**src/rtl/cdt_pkg.sv**
```systemverilog
package cdt_pkg;

    localparam int DATA_W   = 32;
    localparam int NARROW_W = 16;
    localparam int ADDR_W   = 3;
    localparam int PRE_W    = 8;
    localparam int CTRL_W   = 8;

    typedef struct packed {
        logic       run;
        logic       periodic;
        logic       irq_en;
        logic       spare;
        logic [1:0] div;
        logic       wide;
        logic       single;
    } ctrl_t;

    localparam ctrl_t CTRL_RESET = '{run: 1'b0, periodic: 1'b0, irq_en: 1'b1,
                                     spare: 1'b0, div: 2'b00, wide: 1'b0,
                                     single: 1'b0};

    typedef enum logic [ADDR_W-1:0] {
        OFF_LOAD   = 3'd0,
        OFF_VALUE  = 3'd1,
        OFF_CTRL   = 3'd2,
        OFF_CLR    = 3'd3,
        OFF_RAW    = 3'd4,
        OFF_MASKED = 3'd5,
        OFF_BGLOAD = 3'd6
    } off_e;

    function automatic logic [PRE_W-1:0] pre_last(input logic [1:0] sel);
        case (sel)
            2'b01:   return PRE_W'(15);
            2'b10:   return PRE_W'(255);
            default: return '0;
        endcase
    endfunction

    function automatic logic [DATA_W-1:0] width_mask(input logic wide);
        return wide ? {DATA_W{1'b1}} : {{(DATA_W-NARROW_W){1'b0}}, {NARROW_W{1'b1}}};
    endfunction

endpackage

```
**src/rtl/cdt_prescaler.sv**
```systemverilog
module cdt_prescaler
    import cdt_pkg::*;
(
    input  logic       clk,
    input  logic       rst,
    input  logic       tick_en,
    input  logic       run,
    input  logic [1:0] div_sel,
    input  logic       ctrl_wr,
    output logic       step
);
    logic [PRE_W-1:0] pre_q;
    logic [PRE_W-1:0] last;

    assign last = pre_last(div_sel);
    assign step = tick_en && run && !ctrl_wr && (pre_q == last);

    always_ff @(posedge clk) begin
        if (rst || ctrl_wr) begin
            pre_q <= '0;
        end else if (tick_en && run) begin
            pre_q <= (pre_q == last) ? '0 : pre_q + 1'b1;
        end
    end


    pre_restart_chk: assert property (@(posedge clk) disable iff (rst)
        ctrl_wr |=> (pre_q == '0));

endmodule

```
**src/rtl/cdt_counter.sv**
```systemverilog
module cdt_counter
    import cdt_pkg::*;
(
    input  logic              clk,
    input  logic              rst,
    input  logic              step,
    input  logic              load_wr,
    input  logic [DATA_W-1:0] load_val,
    input  logic [DATA_W-1:0] limit,
    input  logic              wide,
    input  logic              periodic,
    input  logic              single,
    output logic [DATA_W-1:0] cnt_val,
    output logic              expire
);
    logic [DATA_W-1:0] cnt_q;
    logic [DATA_W-1:0] mask;
    logic [DATA_W-1:0] reload;
    logic [DATA_W-1:0] step_next;
    logic              halted;
    logic              eff_step;

    assign mask      = width_mask(wide);
    assign cnt_val   = cnt_q & mask;
    assign reload    = (periodic ? limit : {DATA_W{1'b1}}) & mask;
    assign halted    = single && (cnt_val == '0);
    assign eff_step  = step && !halted;
    assign step_next = (cnt_val == '0) ? reload : ((cnt_val - 1'b1) & mask);
    assign expire    = eff_step && !load_wr && (step_next == '0);

    always_ff @(posedge clk) begin
        if (rst) begin
            cnt_q <= '0;
        end else if (load_wr) begin
            cnt_q <= load_val;
        end else if (eff_step) begin
            cnt_q <= step_next;
        end
    end


    idle_hold_chk: assert property (@(posedge clk) disable iff (rst)
        (!step && !load_wr) |=> $stable(cnt_q));


    single_stop_chk: assert property (@(posedge clk) disable iff (rst)
        (single && cnt_val == '0 && !load_wr) |=> $stable(cnt_q));


    decrement_chk: assert property (@(posedge clk) disable iff (rst)
        (step && !load_wr && cnt_val > 1) |=> (cnt_val == $past(cnt_val) - 1'b1));

endmodule

```
**src/rtl/cdt_regs.sv**
```systemverilog
module cdt_regs
    import cdt_pkg::*;
(
    input  logic              clk,
    input  logic              rst,
    input  logic [ADDR_W-1:0] addr,
    input  logic              we,
    input  logic [DATA_W-1:0] wdata,
    input  logic              expire,
    input  logic [DATA_W-1:0] cnt_val,
    output ctrl_t             ctrl,
    output logic [DATA_W-1:0] limit,
    output logic              raw,
    output logic              ctrl_wr,
    output logic              load_wr,
    output logic [DATA_W-1:0] rdata
);
    off_e off;
    logic bg_wr;
    logic clr_wr;

    assign off     = off_e'(addr);
    assign load_wr = we && (off == OFF_LOAD);
    assign bg_wr   = we && (off == OFF_BGLOAD);
    assign ctrl_wr = we && (off == OFF_CTRL);
    assign clr_wr  = we && (off == OFF_CLR);

    always_ff @(posedge clk) begin
        if (rst) begin
            ctrl  <= CTRL_RESET;
            limit <= '0;
            raw   <= 1'b0;
        end else begin
            if (ctrl_wr)         ctrl  <= ctrl_t'(wdata[CTRL_W-1:0]);
            if (load_wr || bg_wr) limit <= wdata;
            if (expire)          raw   <= 1'b1;
            else if (clr_wr)     raw   <= 1'b0;
        end
    end

    always_comb begin
        case (off)
            OFF_LOAD, OFF_BGLOAD: rdata = limit;
            OFF_VALUE:            rdata = cnt_val;
            OFF_CTRL:             rdata = DATA_W'(ctrl);
            OFF_RAW:              rdata = DATA_W'(raw);
            OFF_MASKED:           rdata = DATA_W'(raw && ctrl.irq_en);
            default:              rdata = '0;
        endcase
    end


    expire_set_chk: assert property (@(posedge clk) disable iff (rst)
        expire |=> raw);


    clear_chk: assert property (@(posedge clk) disable iff (rst)
        (clr_wr && !expire) |=> !raw);

endmodule

```
**src/rtl/cdt_timer.sv**
```systemverilog
module cdt_timer
    import cdt_pkg::*;
(
    input  logic              clk,
    input  logic              rst,
    input  logic              tick_en,
    input  logic [ADDR_W-1:0] bus_addr,
    input  logic              bus_we,
    input  logic [DATA_W-1:0] bus_wdata,
    output logic [DATA_W-1:0] bus_rdata,
    output logic              irq_out
);
    ctrl_t             ctrl;
    logic [DATA_W-1:0] limit;
    logic [DATA_W-1:0] cnt_val;
    logic              raw;
    logic              ctrl_wr;
    logic              load_wr;
    logic              step;
    logic              expire;

    cdt_regs u_regs (
        .clk     (clk),
        .rst     (rst),
        .addr    (bus_addr),
        .we      (bus_we),
        .wdata   (bus_wdata),
        .expire  (expire),
        .cnt_val (cnt_val),
        .ctrl    (ctrl),
        .limit   (limit),
        .raw     (raw),
        .ctrl_wr (ctrl_wr),
        .load_wr (load_wr),
        .rdata   (bus_rdata)
    );

    cdt_prescaler u_pre (
        .clk     (clk),
        .rst     (rst),
        .tick_en (tick_en),
        .run     (ctrl.run),
        .div_sel (ctrl.div),
        .ctrl_wr (ctrl_wr),
        .step    (step)
    );

    cdt_counter u_cnt (
        .clk      (clk),
        .rst      (rst),
        .step     (step),
        .load_wr  (load_wr),
        .load_val (bus_wdata),
        .limit    (limit),
        .wide     (ctrl.wide),
        .periodic (ctrl.periodic),
        .single   (ctrl.single),
        .cnt_val  (cnt_val),
        .expire   (expire)
    );

    assign irq_out = raw && ctrl.irq_en;

endmodule

```
**config.mk**
```make
export PLATFORM = sky130hd
export DESIGN_NAME = cdt_timer
export DESIGN_NICKNAME = d
export VERILOG_FILES = /design/src/rtl/cdt_pkg.sv /design/src/rtl/cdt_prescaler.sv /design/src/rtl/cdt_counter.sv /design/src/rtl/cdt_regs.sv /design/src/rtl/cdt_timer.sv
export SDC_FILE = /design/constraint.sdc
export NUM_CORES = 1
export LEC_CHECK = 0
export BUFFER_PORTS_ARGS = -buffer_cell sky130_fd_sc_hd__buf_2
export CORE_ASPECT_RATIO = 2
export CORE_UTILIZATION = 52
export DETAILED_ROUTE_END_ITERATION = 7
export PLACE_DENSITY = 0.8
export SLEW_MARGIN = 15
export SYNTH_ARGS = -nofsm -noshare
export SYNTH_HDL_FRONTEND = slang
export SYNTH_SLANG_ARGS = --single-unit
```
**constraint.sdc**
```tcl
create_clock -name clk -period 2.9 [get_ports clk]
set_input_delay 0.58 -clock clk [delete_from_list [all_inputs] [get_ports clk]]
set_output_delay 0.58 -clock clk [all_outputs]
set_load 0.01 [all_outputs]
```
==> run metrics, run 1 <==
# rows 50; HPWL after DPL 14680 um; WS Path Type flop to flop; Buf+Inv Stages, Crit Path 3; Pwr Density between 500 and 600 nW/um^2; Detailed Route Iter0 Violations 610; Synth warnings 0; Die X roughly 72 um; met1 usage approximately two fifths; Design Area, Final about 6400 um^2; min Tclk post-route 2.816 ns; insertion delay to the later sink of the worst-skew pair 0.34 ns; slowest stage delay, CP 0.59 ns; layout cells sized above 1 23.46%; Synth cell types a little under 60; DRC violations left 0; post-placement cell area 6055 um^2; arrival time of the worst setup path 3.09 ns; Worst VDD drop between 300 and 400 uV; largest family of logic cells by synthesized area simple AND/OR/NAND/NOR gates; Synth Net Count ~740; Max transition margin around three fifths; core area 9447 um^2; hold buffers post-CTS 0; FFs w/ async S/R, synth 0%; Synth top cells by count nand2_1 (133), dfxtp_1 (81), a21oi_1 (69); # setup viols final 0; Crit. End Element flop; antenna violations before repair 0; Vias 6072; Total Routing Usage GR 40.39%; GR peak layer met2; routed length per placed instance 21.11 um; largest net degree at the start of global routing 49; nets 852; CTS Root Cell clkbuf_16; GR Layer Usage met2 74.43%; gr ovfl total 0; Syn-to-layout area delta 26.50%; DRT Wirelength 19930 um; Synth Area in Adders less than 1%; post-synthesis sequential area ratio 31.83%; Worst-path clk slew 0.06 ns; Yosys reg bits 81; top cells by area, synth dfxtp_1 (32%), nand2_1 (9.8%), a21oi_1 (6.8%); status completed; slowest stage cell, crit path or4_4; Slew @ Worst Pin between 0.6 and 0.7 ns; Hold Crit Class flop to flop; unrepaired setup endpoints after global routing true; EDFF count, synth 0; vias in the first global route ~6100; IO Count 72; Die H 142.0 um; critical path cell sequence or4_4 > buf_4 > o31ai_1 > buf_4 > nand4_1 > xor2_1 > a21oi_1 > nor4_1 > buf_4 > nand4_1 > o22ai_2; DIE AREA 10220 um^2; Yosys top cell area share 31.83%; CP max FO 6; Startpoint Class flop; Slew Limit Fails 0; Max Buffers Root-to-Sink 2; xor and xnor fraction of the mapped netlist area 5.157%; Final GP Congestion roughly 1.0; CTS tree yes; top-count cell post-synth nand2_1; cell mode on critical path buf_4; clock sinks 81; fmax 0.3551 GHz; Num CTS Buffers 9; PortBufs 71; CP required about 3.2 ns; Syn Std Cell Area 5095 um^2; Hold Fails Final Rpt 0; number of diodes 0; Routed Antenna Nets 0; CTS H-tree depth 3; Tot Pwr between 0.003 and 0.004 W; crit share post-route a little over nine tenths; final setup TNS 0 ns; detail-routed via count per cell 6.432; first-pass GRT wire length 31410 um; Initial Utilization 53.93%; mux contribution to synthesized area 1.400%; Leak 2.592 nW; worst clock skew 0.006582 ns; DRT Pass-1 Iters 6; synthesized instance count 701; Crit path max-delay family simple AND/OR/NAND/NOR gates; Post-Synth Simple-Gate Area 29.74%; met3 Resource Use GR under 10%; post-synthesis compound-gate area fraction 25.76%; Synth Flop Type dfxtp_1; # Max-Cap Violations 0; syn avg cell area roughly 7.3 um^2; Yosys top cell by area dfxtp_1
[registers in the layout (all words and copies together) (netlist names)]
register,count
u_cnt.cnt_q,32
u_regs.limit,32
u_regs.ctrl,8
u_regs.raw,1
u_pre.pre_q,8
[worst paths after layout]
path,startpoint,end,slack (ns),depth (start not counted)
setup / recovery,u_cnt.cnt_q[16]$_SDFFE_PP0P_,u_regs.raw$_SDFFE_PP0P_,0.08,11
hold / removal,u_regs.ctrl[4]$_SDFFE_PP0P_,u_regs.ctrl[4]$_SDFFE_PP0P_,0.47,2
setup reg to reg,u_cnt.cnt_q[16]$_SDFFE_PP0P_,u_regs.raw$_SDFFE_PP0P_,0.08,11
hold reg to reg,u_regs.ctrl[4]$_SDFFE_PP0P_,u_regs.ctrl[4]$_SDFFE_PP0P_,0.47,2
[repair_timing]
| action | 4_1_cts | 5_1_grt |
|---|---|---|
| buffers inserted | 2 | 1 |
| resized for setup | 1 | 11 |
| pin swaps | 1 | 7 |
| setup endpoints to repair | 1 | 14 |
[metal layers]
metal / share of wire, % / vias to the layer above
met5: 0 / -
met4: 7.7 / 0
met3: 5.3 / 107
met2: 53 / 332
met1: 34 / 2871
li1: - / 2762
[worst register-to-register path, stage by stage, from the launching register on]
cell	delay [ns]
dfxtp_1	0.33
or4_4	0.59
buf_4	0.19
o31ai_1	0.31
buf_4	0.19
nand4_1	0.16
xor2_1	0.18
a21oi_1	0.13
nor4_1	0.27
buf_4	0.17
nand4_1	0.11
o22ai_2	0.11
[per-stage QoR]
stage,hold slack [ns],instances,setup WS [ns],util (%)
6_report,0.4682,944,0.08354,68.23
2_1_floorplan,0.4368,701,0.2153,-
4_1_cts,0.4700,943,0.02998,67.60
5_1_grt,0.4799,944,-0.07523,68.23
3_5_place_dp,0.4618,925,-0.01718,64.09
3_3_place_gp,0.4440,925,0.04390,64.09
[cells by family after synthesis]
group	Yosys count
simple gates	318
compound gates	194
flops	81
buf+inv	67
xor+xnor	30
mux	7
fa+ha+maj	4
[cell type report]
type                    instances  area [um^2]
clock buffers                  11        232.7
flip-flops and latches         81         1622
fillers                       820         3002
multi-input cells             553         3272
inverters                       6        22.52
repair buffers                158         1054
clock inverters                 5        80.08
well taps                     130        162.7
[report_power, final]
| group | switching [W] | internal, W |
|---|---|---|
| registers | 0.0000398 | 0.00115 |
| clock network | 0.000481 | 0.000754 |
| logic | 0.000527 | 0.000372 |
[layout by cell type (no fill, tap or decap), types with 8 or more instances in the layout]
cell       netlist  routed
buf_2            5      71
o31ai_1          9       9
a21oi_1         69      69
and3_1           9       9
xor2_1          15      15
a311oi_1        11      11
nand2_1        133     133
clkbuf_16        0       9
buf_4            1      83
nand4_1         12      12
a22oi_1          8       8
nor3_1          25      24
o211ai_1        10      10
nor4_1          14      13
nand3_1         20      20
xnor2_1         15      15
nand2b_1         9       9
a22o_1          24      24
o21ai_0         24      24
nor2_1          54      54
dfxtp_1         81      81
a211oi_1        16      15
No activity file was read; power rests on OpenSTA's default activity.
==> run 2: changes to the inputs <==
--- a/config.mk
+++ b/config.mk
@@ -5,11 +5,12 @@
 export SDC_FILE = /design/constraint.sdc
 export NUM_CORES = 1
 export LEC_CHECK = 0
+export ABC_AREA = 1
 export BUFFER_PORTS_ARGS = -buffer_cell sky130_fd_sc_hd__buf_2
 export CORE_ASPECT_RATIO = 2
-export CORE_UTILIZATION = 52
+export CORE_UTILIZATION = 53
 export DETAILED_ROUTE_END_ITERATION = 7
-export PLACE_DENSITY = 0.8
+export PLACE_DENSITY = 0.81
 export SLEW_MARGIN = 15
 export SYNTH_ARGS = -nofsm -noshare
 export SYNTH_HDL_FRONTEND = slang
==> run 2 against run 1 <==
Compared with the run above:
- sequential share of layout area rose by 1.3 points
- clock power rose by 9.8%
- combinational power fell by 6.8%
- first-iteration DRC count is 23% lower
- area after synthesis increased by 4.7%
- largest power group unchanged
- critical endpoint unchanged
- hold slack improved by 0.0040 ns
==> run metrics, run 2 <==
min Tclk post-route 2.617 ns (was 2.816 ns); xor and xnor fraction of the mapped netlist area 1.971% (was 5.157%); top-count cell post-synth nand2_1 (unchanged); syn avg cell area 6.122 um^2 (was 7.268 um^2); Die X 72.93 um (was 71.99 um); CTS tree yes (unchanged); # rows 51 (was 50); FFs w/ async S/R, synth 0% (unchanged); DR WL met2 8543 um (was 10490 um); DRT Pass-1 Iters 6 (unchanged); nets 972 (was 852); Syn Std Cell Area 5333 um^2 (was 5095 um^2); DR top layer met4 (unchanged); slowest stage delay, CP 0.31 ns (was 0.59 ns); most frequent cells in the layout nand2_1 (211), nor2_1 (131), inv_1 (105) (was nand2_1 (133), buf_4 (83), dfxtp_1 (81)); Worst-path clk slew 0.06 ns (about the same); DIE AREA 10490 um^2 (was 10220 um^2); number of diodes 0 (unchanged); insertion delay to the later sink of the worst-skew pair 0.34 ns (about the same); CP max FO 43 (was 6); clock sinks 81 (unchanged); Vias 6049 (was 6072); Syn-to-layout area delta 15.04% (was 26.50%); met3 WL 1064 um (unchanged); CP required 3.17 ns (about the same); Tot Pwr 0.003374 W (was 0.003323 W); Synth cell types 36 (was 59); Max Buffers Root-to-Sink 2 (unchanged); Yosys reg bits 81 (unchanged); Leak 2.982 nW (was 2.592 nW); largest net degree at the start of global routing 58 (was 49); final setup TNS 0 ns (unchanged); Initial Utilization 54.62% (was 53.93%); PortBufs 71 (unchanged); WS Path Type flop to flop (unchanged); worst clock skew 0.008900 ns (was 0.006582 ns); Final GP Congestion 0.9766 (was 1.035); vias in the first global route 5778 (was 6093); fill cell count 971 (was 820); fmax 0.3821 GHz (was 0.3551 GHz); IO Count 72 (unchanged); status completed (unchanged); Die H 143.9 um (was 142.0 um); Met1 Wirelength 5956 um (was 6846 um); biggest regs u_cnt.cnt_q (32), u_regs.limit (32) (unchanged); antenna violations before repair 0 (unchanged); Yosys top cell by area dfxtp_1 (unchanged); slowest stage cell, crit path dfxtp_1 (was or4_4); arrival time of the worst setup path 2.89 ns (was 3.09 ns); Pwr Density 549.9 nW/um^2 (was 515.6 nW/um^2); Hold Crit Class flop to flop (unchanged); post-synthesis sequential area ratio 30.41% (was 31.83%); hold buffers post-CTS 0 (unchanged); Yosys top cell area share 30.41% (was 31.83%); R2R setup slack 0.28 ns (was 0.08 ns); # setup viols final 0 (unchanged); Routed Antenna Nets 0 (unchanged); Total Routing Usage GR 33.00% (was 40.39%); Slew Limit Fails 0 (unchanged); Num CTS Buffers 9 (unchanged); unrepaired setup endpoints after global routing false (was true); DRC violations left 0 (unchanged); largest family of logic cells by synthesized area simple AND/OR/NAND/NOR gates (unchanged); post-synthesis compound-gate area fraction 18.35% (was 25.76%); Synth Net Count 914 (was 744); Crit path max-delay family simple AND/OR/NAND/NOR gates (unchanged); first-pass GRT wire length 26380 um (was 31410 um); Post CTS Setup Buffer Count 0 (was 2); Synth Flop Type dfxtp_1 (unchanged); Post-Synth Simple-Gate Area 36.74% (was 29.74%); # Max-Cap Violations 0 (unchanged); routed length per placed instance 15.55 um (was 21.11 um); Synth Area in Adders 0.9385% (was 0.9823%); HPWL after DPL 11840 um (was 14680 um); synthesized instance count 871 (was 701); CTS Root Cell clkbuf_16 (unchanged); Detailed Route Iter0 Violations 468 (was 610); mux contribution to synthesized area 0% (was 1.400%); Slew @ Worst Pin 1.141 ns (was 0.6074 ns); top cells by area, synth dfxtp_1 (30%), nand2_1 (15%), nor2_1 (9.3%) (was dfxtp_1 (32%), nand2_1 (9.8%), a21oi_1 (6.8%)); Startpoint Class flop (unchanged); Multi-input gate area 3095 um^2 (was 3272 um^2); Max transition margin 23.88% (was 59.13%); Hold Fails Final Rpt 0 (unchanged); crit share post-route 90.24% (was 97.12%); EDFF count, synth 0 (unchanged); core area 9763 um^2 (was 9447 um^2); Worst VDD drop 467.4 uV (was 372.2 uV); Synth warnings 0 (unchanged); CTS H-tree depth 3 (unchanged); critical path cell sequence buf_4 > nand2_2 > nand2_2 > nor2_1 > nand2_2 > nor2_8 > nand2_4 > o21ai_1 > nand2_1 > nor2_1 > nand3_1 > nor2_1 > nand2_1 > a21oi_1 (was or4_4 > buf_4 > o31ai_1 > buf_4 > nand4_1 > xor2_1 > a21oi_1 > nor4_1 > buf_4 > nand4_1 > o22ai_2); FF+latch area 1622 um^2 (unchanged); layout cells sized above 1 14.35% (was 23.46%); gr ovfl total 0 (unchanged); Buf+Inv Stages, Crit Path 1 (was 3); Synth top cells by count nand2_1 (211), nor2_1 (132), inv_1 (105) (was nand2_1 (133), dfxtp_1 (81), a21oi_1 (69)); Crit. End Element flop (unchanged); Resized Gates After CTS 0 (was 1); commonest non-fill, non-tap cell in the layout nand2_1 (unchanged); DRT Wirelength 16580 um (was 19930 um); detail-routed via count per cell 5.674 (was 6.432)
[run 2: cell types whose count changed after synthesis, sizes merged, moves of 16 or more]
cell / change
a22o: -24
a21oi: -30
clkbuf: -27
o21ai: +39
nand3: +52
inv: +101
nor3: -21
nor2: +83
o22ai: +16
nand2: +98
[run 2: routing by layer]
layer / vias to the layer above / GRT usage [%]
met5: - / 0
met4: 0 / 25.08
met3: 78 / 4.278
met2: 257 / 60.01
met1: 2748 / 32.97
li1: 2966 / -
[run 2: worst reg2reg max path: cells and delay by family (launching register included)]
| kind | cells | cell delay (ns) |
|---|---|---|
| AND/OR/NAND/NOR | 11 | 1.62 |
| AO/OA/AOI/OAI | 2 | 0.42 |
| flip-flops | 1 | 0.31 |
| buffers and inverters | 1 | 0.20 |
[run 2: path summary, 6_finish.rpt]
check / endpoint / start / cells after the start
worst min register to register: u_regs.limit[23]$_SDFFE_PP0P_ / u_regs.limit[23]$_SDFFE_PP0P_ / 2
worst max register to register: u_regs.raw$_SDFFE_PP0P_ / u_regs.ctrl[1]$_SDFFE_PP0P_ / 14
worst min-delay path: u_regs.limit[23]$_SDFFE_PP0P_ / u_regs.limit[23]$_SDFFE_PP0P_ / 2
worst max-delay path: u_regs.raw$_SDFFE_PP0P_ / u_regs.ctrl[1]$_SDFFE_PP0P_ / 14
[run 2: area by class of cell]
| type | instances | area share, % |
|---|---|---|
| Tap cell | 132 | 2.692 |
| Clock buffer | 10 | 3.896 |
| Inverter | 107 | 6.547 |
| Clock inverter | 6 | 1.856 |
| Sequential cell | 81 | 26.43 |
| Multi-Input combinational cell | 640 | 50.46 |
| Timing Repair Buffer | 90 | 8.117 |
[run 2: cells by family (layout without fill, tap and decap cells)]
family	count (synthesis)	in the layout
AO/OA/AOI/OAI	164	164
AND/OR/NAND/NOR	460	460
XOR/XNOR	12	12
flip-flops	81	81
buffers and inverters	150	213
adder cells (fa/ha/maj)	4	4
[run 2: metrics by stage]
stage               cell area (um^2)  setup slack (ns)  cells  utilization (%)  hold WS, ns
floorplan                       5333            0.6808    871                -       0.4437
global placement                5782            0.4412   1050            59.22       0.4595
detailed placement              5782            0.3673   1050            59.22       0.4637
CTS                             6135            0.3116   1066            62.83       0.4742
global route                    6135           0.08302   1066            62.83       0.4932
finish                          6135            0.2831   1066            62.83       0.4722
[run 2: report_power, final]
group / switching [W] / internal (W) / total (W)
combinational: 0.000574 / 0.000264 / 0.000838
clock: 0.000482 / 0.000868 / 0.00135
sequential: 0.0000285 / 0.00116 / 0.00118
==> run 3: changes to the inputs <==
--- a/config.mk
+++ b/config.mk
@@ -8,9 +8,9 @@
 export ABC_AREA = 1
 export BUFFER_PORTS_ARGS = -buffer_cell sky130_fd_sc_hd__buf_2
 export CORE_ASPECT_RATIO = 2
-export CORE_UTILIZATION = 53
+export CORE_UTILIZATION = 55
 export DETAILED_ROUTE_END_ITERATION = 7
-export PLACE_DENSITY = 0.81
+export PLACE_DENSITY = 0.77
 export SLEW_MARGIN = 15
 export SYNTH_ARGS = -nofsm -noshare
 export SYNTH_HDL_FRONTEND = slang
==> constraint.sdc (replaced) <==
create_clock -name clk -period 3.1 [get_ports clk]
set_input_delay 0.62 -clock clk [delete_from_list [all_inputs] [get_ports clk]]
set_output_delay 0.62 -clock clk [all_outputs]
set_load 0.01 [all_outputs]
==> run 3 against run 2 <==
Compared with the run above:
- the run now ends with DRC left
- die area is 3.6% lower
- clock skew increased by 0.0013 ns
- sequential power shrank 6%
- core utilization increased by 2.0 points
- critical path depth fell by 7
- count of clock-buffer cells in the layout unchanged
- sequential share of layout area increased by 0.20 points
- final area decreased by 0.75%
- non-clock buffer count did not move
==> run metrics, run 3 (same netlist as run 2, synthesis figures left out) <==
Startpoint Class input port (was flop); insertion delay to the later sink of the worst-skew pair 0.35 ns (was 0.34 ns); fmax between 0.3 and 0.4 GHz; PortBufs 71 (unchanged); CTS H-tree depth 3 (unchanged); CTS Root Cell clkbuf_16 (unchanged); Buf+Inv Stages, Crit Path 4 (was 1); FF-to-FF path depth 16 (was 14); R2R setup slack 0.39 ns (was 0.28 ns); combinational fraction of design power 25.7% (was 24.9%); Vias 6164 (was 6049); slowest stage cell, crit path inv_1 (was dfxtp_1); Routed Antenna Nets 0 (unchanged); worst hold endpoint u_regs.limit[21]$_SDFFE_PP0P_ (was u_regs.limit[23]$_SDFFE_PP0P_); Pwr Density 515.3 nW/um^2 (was 549.9 nW/um^2); Num CTS Buffers 9 (unchanged); net switching power 0.001021 W (was 0.001085 W); switch share 32.54% (was 32.16%); CP max FO 24 (was 43); number of diodes 0 (unchanged); Hold Crit Class flop to flop (unchanged); routed length per placed instance 17.36 um (was 15.55 um); hold buffers post-CTS 0 (unchanged); reg2reg start u_regs.ctrl[1]$_SDFFE_PP0P_ (unchanged); capturing point of the worst reg2reg path u_regs.raw$_SDFFE_PP0P_ (unchanged); Leak 2.981 nW (was 2.982 nW); P_int 0.002117 W (was 0.002289 W); antenna violations before repair 0 (unchanged); clock sinks 81 (unchanged); Syn-to-layout area delta 14.17% (was 15.04%); DIE AREA 10120 um^2 (was 10490 um^2); gr ovfl total 0 (unchanged); # rows 50 (was 51); Die H 141.3 um (was 143.9 um); critical path cell sequence buf_2 > inv_1 > nand3_1 > o21ai_2 > inv_1 > o221ai_1 > buf_2 (was buf_4 > nand2_2 > nand2_2 > nor2_1 > nand2_2 > nor2_8 > nand2_4 > o21ai_1 > nand2_1 > nor2_1 > nand3_1 > nor2_1 > nand2_1 > a21oi_1); IO Count 72 (unchanged); Max transition margin 33.09% (was 23.88%); Hold Fails Final Rpt 0 (unchanged); unrepaired setup endpoints after global routing false (unchanged); CTS tree yes (unchanged); Post CTS Setup Buffer Count 0 (unchanged); Crit path max-delay family buffers and inverters (was simple AND/OR/NAND/NOR gates); slowest stage delay, CP 0.73 ns (was 0.31 ns); core area 9384 um^2 (was 9763 um^2); Slew @ Worst Pin 1.003 ns (was 1.141 ns); Worst-path clk slew 0.06 ns (about the same); Detailed Route Iter0 Violations 478 (was 468); detail-routed via count per cell 5.944 (was 5.674); HPWL after DPL 12950 um (was 11840 um); WS Path Type input port to output pin (was flop to flop); Tot Pwr 0.003137 W (was 0.003374 W); final setup TNS 0 ns (unchanged); Die X 71.63 um (was 72.93 um); worst hold margin 0.4712 ns (was 0.4722 ns); Slew Limit Fails 0 (unchanged); layout cells sized above 1 14.15% (was 14.35%); largest net degree at the start of global routing 44 (was 58); Final GP Congestion 1.054 (was 0.9766); worst clock skew 0.01018 ns (was 0.008900 ns); # setup viols final 0 (unchanged); crit share post-route 90.62%; most frequent cells in the layout nand2_1 (211), nor2_1 (131), inv_1 (105) (unchanged); status finished with violations (was completed); Initial Utilization 56.83% (was 54.62%); Max Buffers Root-to-Sink 2 (unchanged); sequential share of power 35.3% (was 35.1%); # Max-Cap Violations 0 (unchanged); min Tclk post-route 2.809 ns; first-pass GRT wire length 28340 um (was 26380 um); commonest non-fill, non-tap cell in the layout nand2_1 (unchanged); hold path depth 2 (unchanged); biggest regs u_cnt.cnt_q (32), u_regs.limit (32) (unchanged); pre-CTS setup slack 0.3319 ns (was 0.3673 ns); vias in the first global route 5942 (was 5778); Total Routing Usage GR 36.43% (was 33.00%); DRT Wirelength 18000 um (was 16580 um); setup ws final 0.2907 ns (was 0.2831 ns); DRT Pass-1 Iters 8 (was 6); Crit. End Element output pin (was flop); HP Start u_regs.limit[21]$_SDFFE_PP0P_ (was u_regs.limit[23]$_SDFFE_PP0P_); nets 972 (unchanged); DRC violations left 1 (was 0); final core occ 64.88% (was 62.83%); clock power share 38.9% (was 40.0%); failing checks DRC; Worst VDD drop 372.5 uV (was 467.4 uV); arrival time of the worst setup path 2.19 ns (was 2.89 ns); CP required 2.48 ns (was 3.17 ns)
-- run 3: cell types whose count changed in the layout (fill, tap and decap cells not counted) --
cell / previous run / this run
clkbuf_1: 0 / 1
clkbuf_8: 1 / 0
clkinv_2: 0 / 1
clkinvlp_4: 2 / 0
nand2_4: 2 / 1
nand2_8: 0 / 1
-- run 3: how the worst max path moves through the flow --
| stage | from | endpoint | slack (ns) | cells past startpoint |
|---|---|---|---|---|
| floorplan | bus_addr[0] | bus_rdata[3] | 0.80 | 6 |
| global placement | bus_addr[2] | bus_rdata[7] | 0.37 | 7 |
| detailed placement | bus_addr[2] | bus_rdata[7] | 0.33 | 7 |
| CTS | bus_addr[2] | bus_rdata[7] | 0.33 | 7 |
| global route | u_regs.ctrl[1]$_SDFFE_PP0P_ | u_regs.raw$_SDFFE_PP0P_ | 0.09 | 16 |
| finish | bus_addr[2] | bus_rdata[7] | 0.29 | 7 |
-- run 3: tightest hold or removal path, cell delays in order (launching register included) --
cell     delay (ns)
dfxtp_1        0.31
inv_1          0.06
a21oi_1        0.06
-- run 3: power groups by stage --
stage | Sequential (W) | Combinational (W) | Clock, W
floorplan | 0.00112 | 0.000581 | 0
global placement | 0.00113 | 0.000766 | 0
detailed placement | 0.00113 | 0.000776 | 0
CTS | 0.00111 | 0.000780 | 0.00123
global route | 0.00111 | 0.000893 | 0.00127
finish | 0.00111 | 0.000807 | 0.00122
-- run 3: layer usage --
metal  wire length, um  GRT usage, %  vias up
li1                  -             -     2972
met1              6507         38.22     2815
met2              9437         65.64      294
met3              1037         5.256       83
met4              1020         23.94        0
met5                 0             0        -
-- run 3: cell type report --
class	instances	area [um^2]
Fill cell	927	3296
Multi-Input combinational cell	640	3104
Sequential cell	81	1622
Timing Repair Buffer	90	498.0
Inverter	107	401.6
Clock buffer	10	229.0
Tap cell	104	130.1
Clock inverter	5	103.9
-- run 3: per-stage QoR --
stage | cells | cell area, um^2
6_report | 1037 | 6088
5_1_grt | 1037 | 6088
4_1_cts | 1037 | 6080
3_5_place_dp | 1022 | 5747
3_3_place_gp | 1022 | 5747
2_1_floorplan | 871 | 5333
-- run 3: what timing repair did --
item | 4_1_cts | 5_1_grt
endpoints found under the hold margin | 0 | 0
setup endpoints to repair | 0 | 1
resized for setup | 0 | 1
